### src/rtl/utx_pkg.sv
package utx_pkg;
   typedef enum logic [1:0] {
      UTX_IDLE = 2'd0,
      UTX_PKT  = 2'd1,
      UTX_SE0  = 2'd2,
      UTX_JEND = 2'd3
   } utx_state_e;
endpackage

### src/rtl/utx_run_ctr.sv
// Counts consecutive ones emitted on the line; flags when a stuffed zero is due.
module utx_run_ctr #(
   parameter int RUN_LEN = 6
) (
   input  logic clk,
   input  logic rst_n,
   input  logic clr,
   input  logic step,
   input  logic bit_val,
   output logic stuff_due
);
   localparam int CW = $clog2(RUN_LEN + 1);

   logic [CW-1:0] cnt;
   logic [CW-1:0] base;

   assign base      = clr ? '0 : cnt;
   assign stuff_due = (cnt == CW'(RUN_LEN));

   always_ff @(posedge clk or negedge rst_n) begin
      if (!rst_n)
         cnt <= '0;
      else if (step)
         cnt <= bit_val ? base + 1'b1 : '0;
      else if (clr)
         cnt <= '0;
   end
endmodule

### src/rtl/utx_shifter.sv
// Holds the remaining bits of the current byte, least significant first.
module utx_shifter #(
   parameter int W = 8
) (
   input  logic         clk,
   input  logic         rst_n,
   input  logic         load_en,
   input  logic [W-1:0] load_val,
   input  logic         shift_en,
   output logic         head,
   output logic         empty
);
   localparam int CW = $clog2(W + 1);

   logic [W-1:0]  sh;
   logic [CW-1:0] left;

   assign head  = sh[0];
   assign empty = (left == '0);

   always_ff @(posedge clk or negedge rst_n) begin
      if (!rst_n) begin
         sh   <= '0;
         left <= '0;
      end else if (load_en) begin
         sh   <= load_val >> 1;
         left <= CW'(W - 1);
      end else if (shift_en) begin
         sh   <= sh >> 1;
         left <= left - 1'b1;
      end
   end
endmodule

### src/rtl/utx_line.sv
// Line state registers: NRZI level, SE0 flag and driver enable; polarity by generate.
module utx_line #(
   parameter bit LOW_SPEED = 1'b0
) (
   input  logic clk,
   input  logic rst_n,
   input  logic tick,
   input  logic bit_en,
   input  logic bit_val,
   input  logic se0_set,
   input  logic j_set,
   input  logic oe_next,
   output logic dp,
   output logic dm,
   output logic oe
);
   logic lvl_j;
   logic se0;

   always_ff @(posedge clk or negedge rst_n) begin
      if (!rst_n) begin
         lvl_j <= 1'b1;
         se0   <= 1'b0;
         oe    <= 1'b0;
      end else if (tick) begin
         oe <= oe_next;
         if (bit_en) begin
            se0 <= 1'b0;
            if (!bit_val)
               lvl_j <= ~lvl_j;
         end else if (se0_set) begin
            se0 <= 1'b1;
         end else if (j_set) begin
            se0   <= 1'b0;
            lvl_j <= 1'b1;
         end
      end
   end

   generate
      if (LOW_SPEED) begin : g_ls
         assign dp = ~se0 & ~lvl_j;
         assign dm = ~se0 &  lvl_j;
      end else begin : g_fs
         assign dp = ~se0 &  lvl_j;
         assign dm = ~se0 & ~lvl_j;
      end
   endgenerate
endmodule

### src/rtl/usb_nrzi_tx.sv
module usb_nrzi_tx
   import utx_pkg::*;
#(
   parameter int          DATA_W    = 8,
   parameter int          RUN_LEN   = 6,
   parameter int          SE0_BITS  = 2,
   parameter logic [7:0]  SYNC_BYTE = 8'h80,
   parameter bit          LOW_SPEED = 1'b0
) (
   input  logic              clk,
   input  logic              rst_n,
   input  logic              bit_tick,
   input  logic              start,
   input  logic [DATA_W-1:0] tx_data,
   input  logic              tx_valid,
   input  logic              tx_last,
   output logic              tx_ready,
   output logic              dp,
   output logic              dm,
   output logic              oe,
   output logic              busy,
   output logic              done
);
   localparam int SCW = $clog2(SE0_BITS + 1);

   generate
      if (DATA_W != 8) begin : g_bad_width
         $error("usb_nrzi_tx: DATA_W must be 8 to match the sync byte");
      end
      if (RUN_LEN < 1) begin : g_bad_run
         $error("usb_nrzi_tx: RUN_LEN must be at least 1");
      end
      if (SE0_BITS < 1) begin : g_bad_se0
         $error("usb_nrzi_tx: SE0_BITS must be at least 1");
      end
   endgenerate

   utx_state_e      st;
   logic [SCW-1:0]  se0_cnt;
   logic            last_q;
   logic            done_q;

   logic            stuff;
   logic            sh_head;
   logic            sh_empty;
   logic            in_pkt;
   logic            take_start;
   logic            need_byte;
   logic            load_data;
   logic            end_pkt;
   logic            shift_en;
   logic            emit;
   logic            ebit;
   logic            load_en;
   logic [DATA_W-1:0] load_val;
   logic            se0_done;
   logic            oe_next;

   assign in_pkt     = (st == UTX_PKT);
   assign take_start = bit_tick && (st == UTX_IDLE) && start;
   assign need_byte  = in_pkt && !stuff && sh_empty;
   assign tx_ready   = bit_tick && need_byte && !last_q;
   assign load_data  = tx_ready && tx_valid;
   assign end_pkt    = bit_tick && need_byte && (last_q || !tx_valid);
   assign shift_en   = bit_tick && in_pkt && !stuff && !sh_empty;
   assign emit       = take_start || load_data || shift_en || (bit_tick && in_pkt && stuff);
   assign ebit       = take_start ? SYNC_BYTE[0] :
                       load_data  ? tx_data[0]   :
                       shift_en   ? sh_head      : 1'b0;
   assign load_en    = take_start || load_data;
   assign load_val   = take_start ? DATA_W'(SYNC_BYTE) : tx_data;
   assign se0_done   = (st == UTX_SE0) && (se0_cnt == SCW'(SE0_BITS));
   assign oe_next    = (st == UTX_IDLE) ? take_start : (st != UTX_JEND);
   assign busy       = (st != UTX_IDLE);
   assign done       = done_q;

   always_ff @(posedge clk or negedge rst_n) begin
      if (!rst_n) begin
         st      <= UTX_IDLE;
         se0_cnt <= '0;
         last_q  <= 1'b0;
         done_q  <= 1'b0;
      end else begin
         done_q <= bit_tick && (st == UTX_JEND);
         if (bit_tick) begin
            unique case (st)
               UTX_IDLE: if (start) begin
                  st     <= UTX_PKT;
                  last_q <= 1'b0;
               end
               UTX_PKT: begin
                  if (load_data)
                     last_q <= tx_last;
                  if (end_pkt) begin
                     st      <= UTX_SE0;
                     se0_cnt <= SCW'(1);
                  end
               end
               UTX_SE0: begin
                  if (se0_done)
                     st <= UTX_JEND;
                  else
                     se0_cnt <= se0_cnt + 1'b1;
               end
               UTX_JEND: st <= UTX_IDLE;
               default:  st <= UTX_IDLE;
            endcase
         end
      end
   end

   utx_run_ctr #(.RUN_LEN(RUN_LEN)) u_run (
      .clk       (clk),
      .rst_n     (rst_n),
      .clr       (take_start),
      .step      (emit),
      .bit_val   (ebit),
      .stuff_due (stuff)
   );

   utx_shifter #(.W(DATA_W)) u_shift (
      .clk      (clk),
      .rst_n    (rst_n),
      .load_en  (load_en),
      .load_val (load_val),
      .shift_en (shift_en),
      .head     (sh_head),
      .empty    (sh_empty)
   );

   utx_line #(.LOW_SPEED(LOW_SPEED)) u_line (
      .clk     (clk),
      .rst_n   (rst_n),
      .tick    (bit_tick),
      .bit_en  (emit),
      .bit_val (ebit),
      .se0_set (end_pkt),
      .j_set   (bit_tick && se0_done),
      .oe_next (oe_next),
      .dp      (dp),
      .dm      (dm),
      .oe      (oe)
   );
endmodule

### config.mk
export PLATFORM = sky130hd
export DESIGN_NAME = usb_nrzi_tx
export DESIGN_NICKNAME = d
export VERILOG_FILES = /design/src/rtl/utx_pkg.sv /design/src/rtl/utx_run_ctr.sv /design/src/rtl/utx_shifter.sv /design/src/rtl/utx_line.sv /design/src/rtl/usb_nrzi_tx.sv
export SDC_FILE = /design/constraint.sdc
export NUM_CORES = 1
export LEC_CHECK = 0
export BUFFER_PORTS_ARGS = -buffer_cell sky130_fd_sc_hd__buf_2
export CORE_ASPECT_RATIO = 0.6
export CORE_MARGIN = 5
export CORE_UTILIZATION = 40
export DETAILED_ROUTE_END_ITERATION = 10
export PLACE_DENSITY = 0.74
export SLEW_MARGIN = 40
export SYNTH_ARGS = -nofsm -noshare
export SYNTH_HDL_FRONTEND = slang
export SYNTH_SLANG_ARGS = --single-unit
### constraint.sdc
create_clock -name clk -period 1.9 [get_ports clk]
set_input_delay 0.19 -clock clk [delete_from_list [all_inputs] [get_ports clk]]
set_output_delay 0.19 -clock clk [all_outputs]
set_load 0.01 [all_outputs]
==> results.toml, run 1 <==
[worst_setup_path]
crit_required_ns = 1.71
crit_path_start_kind = "flop"
path_class = "reg2out"
ff2ff_setup_slack_ns = 0.07
end_kind = "output pin"
path_max_fanout = 5
cp_data_arrival_time_ns = 1.69

[power_and_ir_drop]
powerDensity_mw_per_mm2 = 1300
netSwitchingPower_w = 0.000881
p_comb_share_pct = 49.8
clkPwrFrac_pct = 13.9
leakage_nw = 0.850
seq_power_share_pct = 36.4
vdd_drop_max_mv = 0.479
power.total_w = 0.00223
internal_power_w = 0.00135
power.share.switching_pct = 39.5

[finish]
insertedDiodeCount = 0
layout_commonest_cell = "dfrtp_1"
final_nets = 196
layout_common_cells = "dfrtp_1, buf_2, buf_4"
stdcell_count = 217
area_growth_pct = 25.3
layout-drive-gt1-share_pct = 32.6
final_util_pct = 52.5

[sta]
report.final.slew_viol_count = 0
setup_violations = 0
timing.fmax_ghz = 0.533
timing.final.crit_share_pct = 98.8
rsz0062_at_grt = "true"
min_period_ns = 1.88
relSlewSlack_pct = 65.3
hold_viol_final = 0
setup_tns_ns = 0
worst_slack_ns = 0.0228
skew_ns = 0.00253
worst_pin_slew_ns = 0.521

[placed_design]
io_buffers = 19
dp_hpwl_um = 2440
placed_cells = 204
gp_congestion = 0.828
preCtsSetupSlack_ns = -0.0795

[logic_synthesis]
synth_top_area_cell = "dfrtp_1"
netlist_instances = 140
ys_seq_elements = 23
synth-seq-area-share_pct = 42.2
synth_top_area_share_pct = 40.3
syn_area_per_cell_um2 = 9.77
syn_area_mm2 = 0.00137
syn_nets = 163
synth_edf_count = 0
ys_async_sr_fraction_pct = 100
ys.flop_type = "dfrtp_1"
yosysUniqueCellTypes = 39
synthTopCellsByArea = "dfrtp_1, ha_1, mux2i_1, o21ai_0, inv_1"
yosys_warnings = 0

[global_routing]
grt_overflow = 0
use_met1_pct = 18.6
use_met3_pct = 2.97
grt.total_usage_pct = 14.6
grt_first_pass_wirelength_um = 5460
grt_pass1_vias = 1123
antenna_found_initial = 0
grt-busiest-layer = "met2"
use_met2_pct = 24.7
grt_max_degree = 24

[clocking]
clock-sinks = 23
htreeDepth = 1
cts_tree = "yes"
cts_root_buf = "clkbuf_8"
clock_path_buffers = 2
clk_latency_ns = 0.27
path_clk_slew_ns = 0.08
cts_buffers = 3

[routing]
vias = 1167
routedWlPerCell_um = 15.6
vias_per_cell = 5.38
firstDrtPassIters = 4
first_iter_violations = 89
routed_wl_um = 3380
ant_nets = 0
drc = 0

[die]
die_area_mm2 = 0.00473
core_mm2 = 0.00326
rows = 16
dieHeight_um = 55.3
chipWidth_um = 85.5
start_util_pct = 41.9
ios = 20

[flow_run]
drv_cap = 0

[min_path]
hold_class = "in2reg"

[outcome]
status = "completed"
==> per-stage QoR <==
step           cell area [um^2]  hold WS, ns
6_report                   1710        0.208
5_1_grt                    1710        0.221
4_1_cts                    1620        0.201
3_5_place_dp               1540        0.201
3_3_place_gp               1540        0.181
2_1_floorplan              1370       -0.106
==> cell usage after synthesis (2+ instances only) <==
library cell / count
clkbuf_1: 4
dfrtp_1: 22
mux2i_1: 8
mux2_2: 2
nor2b_1: 3
ha_1: 9
nand2_1: 8
nor3_1: 3
inv_1: 10
xnor2_1: 2
nor2_1: 6
nand3_1: 7
o31a_1: 2
o21ai_0: 13
nand4_1: 4
and2_1: 5
a21oi_1: 7
nand2b_1: 2
and3_1: 3
==> cells by family after synthesis <==
group                    synth area share (%)
AND/OR/NAND/NOR                          21.1
flip-flops                               42.2
buffers and inverters                    4.21
AO/OA/AOI/OAI                            14.8
adder cells (fa/ha/maj)                  8.23
XOR/XNOR                                 1.92
multiplexers                             7.50
==> final timing paths <==
check	start	endpoint	cells past startpoint
worst max-delay path	u_shift.left[1]	tx_ready	7
worst min-delay path	tx_last	last_q	3
worst max register to register	u_shift.left[1]	u_run.cnt[0]	6
worst min register to register	u_run.cnt[0]	u_run.cnt[0]	1
max in group asynchronous	rst_n	u_line.lvl_j	2
min in group asynchronous	rst_n	u_run.cnt[2]	2
==> power by group through the flow <==
stage               Clock, W  Combinational [W]  Sequential (W)
floorplan                  0           0.000650        0.000782
global placement           0           0.000857        0.000798
detailed placement         0           0.000929        0.000816
CTS                 0.000320           0.000977        0.000805
global route        0.000335            0.00123        0.000835
finish              0.000310            0.00111        0.000812
==> state kept, by name (all words and copies together), names as in the netlist, 2 cells and up <==
signal        count
st                2
u_shift.left      4
u_run.cnt         3
u_shift.sh        7
se0_cnt           2
==> routing by layer <==
| layer | vias up | part of all wire (%) | wire [um] |
|---|---|---|---|
| met5 | - | 0 | 0 |
| met3 | 4 | 4.4 | 148 |
| li1 | 567 | - | - |
| met2 | 29 | 50 | 1680 |
| met1 | 567 | 45 | 1510 |
| met4 | 0 | 1.3 | 44 |
==> worst max-delay path, cell delays in order, from the launching register on <==
cell     delay (ns)
dfrtp_1        0.41
inv_2          0.09
ha_4           0.13
nor3b_4        0.31
buf_6          0.16
nand3_2        0.07
nor2_2         0.11
buf_2          0.14
==> repair_timing <==
| item | 4_1_cts | 5_1_grt |
|---|---|---|
| buffers inserted | 2 | 6 |
| endpoints found under the setup margin | 12 | 15 |
| pin swaps | 0 | 2 |
| endpoints found under the hold margin | 22 | 0 |
| gates resized for setup | 3 | 14 |
| hold buffers | 1 | 0 |
| gates cloned | 0 | 0 |
==> layout make-up <==
cell class,count,area (um^2)
inverter,10,37.5
timing repair buffer,33,206
fill,295,1550
sequential,23,577
tap,45,56.3
clock inverter,1,5.00
multi-input combinational,102,790
clock buffer,3,41.3
(Power assumes the default switching activity.)
==> run 2: changes to the inputs <==
REMOVE_ABC_BUFFERS = 1   (was unset)
==> results.toml, run 2 (same netlist as run 1, synthesis figures left out) <==
[outcome]
status = "completed"

[clocking]
path_clk_slew_ns = 0.09
clk_latency_ns = 0.27
cts_buffers = 3
clock_path_buffers = 2
cts_root_buf = "clkbuf_8"
clock-sinks = 23
cts_tree = "yes"
htreeDepth = 1

[finish]
stdcell_count = 212
area_growth_pct = 21.7
final_nets = 191
final_util_pct = 51.0
layout-drive-gt1-share_pct = 30.5
largest-register = "u_shift.sh"
top_regs = "u_shift.sh (7), u_shift.left (4), u_run.cnt (3)"
layout_commonest_cell = "dfrtp_1"
insertedDiodeCount = 0
layout_common_cells = "dfrtp_1, buf_2, o21ai_0"
largest_register_ffs = 7

[power_and_ir_drop]
leakage_nw = 0.808
powerDensity_mw_per_mm2 = 1290
vdd_drop_max_mv = 0.526

[placed_design]
preCtsSetupSlack_ns = 0.00527
io_buffers = 19
gp_congestion = 0.814
placed_cells = 204
dp_hpwl_um = 2370

[global_routing]
grt_first_pass_wirelength_um = 5580
grt_max_degree = 24
grt.total_usage_pct = 14.6
antenna_found_initial = 0
grt_pass1_vias = 1215
grt_overflow = 0

[die]
dieHeight_um = 55.3
start_util_pct = 41.9
rows = 16
ios = 20
chipWidth_um = 85.5
core_mm2 = 0.00326
die_area_mm2 = 0.00473

[sta]
report.final.slew_viol_count = 0
skew_ns = 0.00974
setup_violations = 0
worst_pin_slew_ns = 0.542
worst_slack_ns = 0.0449
rsz0062_at_grt = "true"
timing.final.crit_share_pct = 97.6
min_period_ns = 1.86
timing.fmax_ghz = 0.539
hold_viol_final = 0
relSlewSlack_pct = 63.8

[worst_setup_path]
crit_required_ns = 1.71
cp_data_arrival_time_ns = 1.67
cpMaxStageDelayCell = "dfrtp_1"
crit_family = "simple AND/OR/NAND/NOR gates"
worstRegToRegCells = 6
path_depth = 7
crit_path_start_kind = "flop"
critPathBufInv = 3
path_class = "reg2out"
end_kind = "output pin"
cpPeakStageDelay_ns = 0.42
path_cells = "inv_2 -> ha_4 -> nor3b_4 -> buf_4 -> nand3_2 -> nor2_1 -> buf_2"
path_max_fanout = 4

[min_path]
hold_class = "in2reg"
hold_depth = 3

[routing]
firstDrtPassIters = 6
vias = 1156
vias_per_cell = 5.45
routedWlPerCell_um = 15.4
first_iter_violations = 98
ant_nets = 0
drc = 0
routed_wl_um = 3270

[flow_run]
drv_cap = 0
-- run 2: final timing paths --
check	start	end	slack, ns
max	u_shift.left[1]	tx_ready	0.04
max in group asynchronous	rst_n	u_run.cnt[2]	1.10
max reg2reg	u_shift.left[1]	u_run.cnt[0]	0.07
min in group asynchronous	rst_n	se0_cnt[0]	0.43
min reg2reg	u_line.oe	u_line.oe	0.52
min	tx_data[7]	u_shift.sh[6]	0.17
-- run 2: layer usage --
| metal | track usage, % | up-vias | part of all wire, % |
|---|---|---|---|
| met4 | 4.29 | 0 | 0.70 |
| met3 | 4.90 | 2 | 8.2 |
| met2 | 23.9 | 44 | 48 |
| met1 | 18.2 | 554 | 43 |
| met5 | 0 | - | 0 |
| li1 | - | 556 | - |
-- run 2: area by class of cell --
class | instances | area [um^2]
clock buffers | 3 | 41.3
clock inverters | 1 | 5.00
fillers | 310 | 1600
inverters | 10 | 37.5
multi-input cells | 102 | 782
flip-flops and latches | 23 | 577
well taps | 45 | 56.3
repair buffers | 28 | 165
-- run 2: stage by stage --
stage          power, W  instance area, um^2  setup TNS, ns  hold slack (ns)
2_1_floorplan   0.00142                 1350              0           -0.106
5_1_grt         0.00233                 1660         -0.157            0.215
6_report        0.00215                 1660              0            0.173
3_3_place_gp    0.00165                 1540              0            0.193
4_1_cts         0.00206                 1600              0            0.192
3_5_place_dp    0.00173                 1540              0            0.213
-- run 2: repair_timing --
action / CTS / global route
hold endpoints to repair: 22 / 0
hold buffers: 1 / 0
gates resized for setup: 4 / 11
setup endpoints to repair: 3 / 15
pin swaps: 0 / 2
gates cloned: 0 / 0
buffers inserted: 0 / 3
-- run 2: worst register-to-register path, delay by kind of cell (launching register included) --
family,cells,cell delay (ns)
DFF,1,0.42
adders and majority gates,1,0.13
muxes,2,0.69
buffers and inverters,1,0.09
and+or+nand+nor,2,0.38
-- run 2: report_power, final --
group	internal (W)	switching (W)
Sequential	0.000667	0.000137
Clock	0.000147	0.000166
Combinational	0.000488	0.000547
Total	0.00130	0.000851
==> run 3: changes to the inputs <==
CORE_UTILIZATION = 29   (was 40)
PLACE_DENSITY = 0.6   (was 0.74)
==> results.toml, run 3 (same netlist as run 1, synthesis figures left out) <==
[outcome]
status = "completed"

[finish]
area_growth_pct = 23.6
layout_commonest_cell = "dfrtp_1"
seqCellArea_um2 = 577
final_nets = 194
largest-register = "u_shift.sh"
insertedDiodeCount = 0
fillers = 482
layout-drive-gt1-share_pct = 27.6
final_area_mm2 = 0.00169
multi_input_area_um2 = 761
layout_common_cells = "dfrtp_1, buf_2, o21ai_0"
top_regs = "u_shift.sh (7), u_shift.left (4), u_run.cnt (3)"
largest_register_ffs = 7

[die]
chipWidth_um = 98.7
ios = 20
die_area_mm2 = 0.00623
rows = 19
dieHeight_um = 63.2
start_util_pct = 30.0
core_mm2 = 0.00456

[global_routing]
grt_overflow = 0
grt_first_pass_wirelength_um = 5170
antenna_found_initial = 0
grt_max_degree = 24
grt_pass1_vias = 1068
grt.total_usage_pct = 10.2

[clocking]
htreeDepth = 1
cts_root_buf = "clkbuf_8"
cts_buffers = 3
clock-sinks = 23
clock_path_buffers = 2
path_clk_slew_ns = 0.08
clk_latency_ns = 0.27
cts_tree = "yes"

[routing]
routed_wl_um = 3100
drc = 0
vias = 1118
first_iter_violations = 39
vias_per_cell = 4.80
ant_nets = 0
firstDrtPassIters = 4
routedWlPerCell_um = 13.3

[worst_setup_path]
cpPeakStageDelay_ns = 0.41
crit_path_start_kind = "flop"
crit_required_ns = 1.71
path_cells = "inv_2 -> ha_4 -> nor3b_4 -> buf_6 -> nand3_2 -> nor2_1 -> buf_2"
r2r-start = "u_shift.left[1]"
cp_data_arrival_time_ns = 1.64
path_max_fanout = 4
startpoint = "u_shift.left[1]"
critPathBufInv = 3
end_kind = "output pin"
cpMaxStageDelayCell = "dfrtp_1"
path_class = "reg2out"
crit_family = "simple AND/OR/NAND/NOR gates"

[sta]
rsz0062_at_grt = "true"
report.final.slew_viol_count = 0
min_period_ns = 1.83
setup_violations = 0
setup_tns_ns = 0
skew_ns = 0.00437
timing.final.crit_share_pct = 96.2
timing.fmax_ghz = 0.547
worst_pin_slew_ns = 0.535
relSlewSlack_pct = 64.3
hold_viol_final = 0

[power_and_ir_drop]
leakage_nw = 0.816
powerDensity_mw_per_mm2 = 1250
vdd_drop_max_mv = 0.426

[min_path]
hold_start = "tx_last"
hold_class = "in2reg"

[placed_design]
dp_hpwl_um = 2330
dpl-instance-area_mm2 = 0.00157
gp_congestion = 0.809
io_buffers = 19

[flow_run]
drv_cap = 0
run 3: cell count changes in the layout (fill, tap and decap cells not counted), sizes merged:
cell,previous run,this run
buf,27,30
clkbuf,3,4
clkinv,1,0
run 3: layer usage:
| metal | wire, um | global-route usage [%] |
|---|---|---|
| met5 | 0 | 0 |
| met4 | 31 | 2.04 |
| met3 | 148 | 2.76 |
| met2 | 1200 | 14.0 |
| met1 | 1720 | 15.6 |
run 3: worst paths after layout:
check,to,slack (ns),cells after the start
min in group asynchronous,st[0],0.43,2
worst min-delay path,last_q,0.20,3
worst min register to register,u_line.oe,0.54,2
worst max-delay path,tx_ready,0.07,7
worst max register to register,u_run.cnt[0],0.10,6
max in group asynchronous,u_line.lvl_j,1.10,2
run 3: through the flow:
step                      cells  hold slack [ns]  total power [W]  setup slack [ns]  util [%]
after global placement      224            0.205          0.00170             0.126      34.5
after global routing        233            0.216          0.00230           -0.0418      37.0
final                       233            0.204          0.00212            0.0722      37.0
after CTS                   230            0.203          0.00205           0.00606      35.9
after floorplan             135           -0.106          0.00142            0.0822         -
after detailed placement    224            0.206          0.00171            0.0527      34.5
run 3: cell type report:
cell class              instances  area share (%)
clock buffers                   4            2.66
well taps                      63            4.66
repair buffers                 31            11.3
flip-flops and latches         23            34.1
multi-input cells             102            45.0
inverters                      10            2.22
run 3: where the power goes:
part / switching (W) / internal [W]
Combinational: 0.000513 / 0.000496
Sequential: 0.000129 / 0.000667
Clock: 0.000164 / 0.000150
run 3: tightest hold or removal path: stages:
cell and delay (ns):
buf_2 0.10, nand4_1 0.08, o21ai_0 0.07
run 3: what timing repair did:
| action | CTS | global route |
|---|---|---|
| pin swaps | 0 | 1 |
| hold endpoints to repair | 22 | 0 |
| setup endpoints to repair | 1 | 5 |
| hold buffers | 1 | 0 |
| gates resized for setup | 0 | 8 |
| buffers inserted | 1 | 3 |
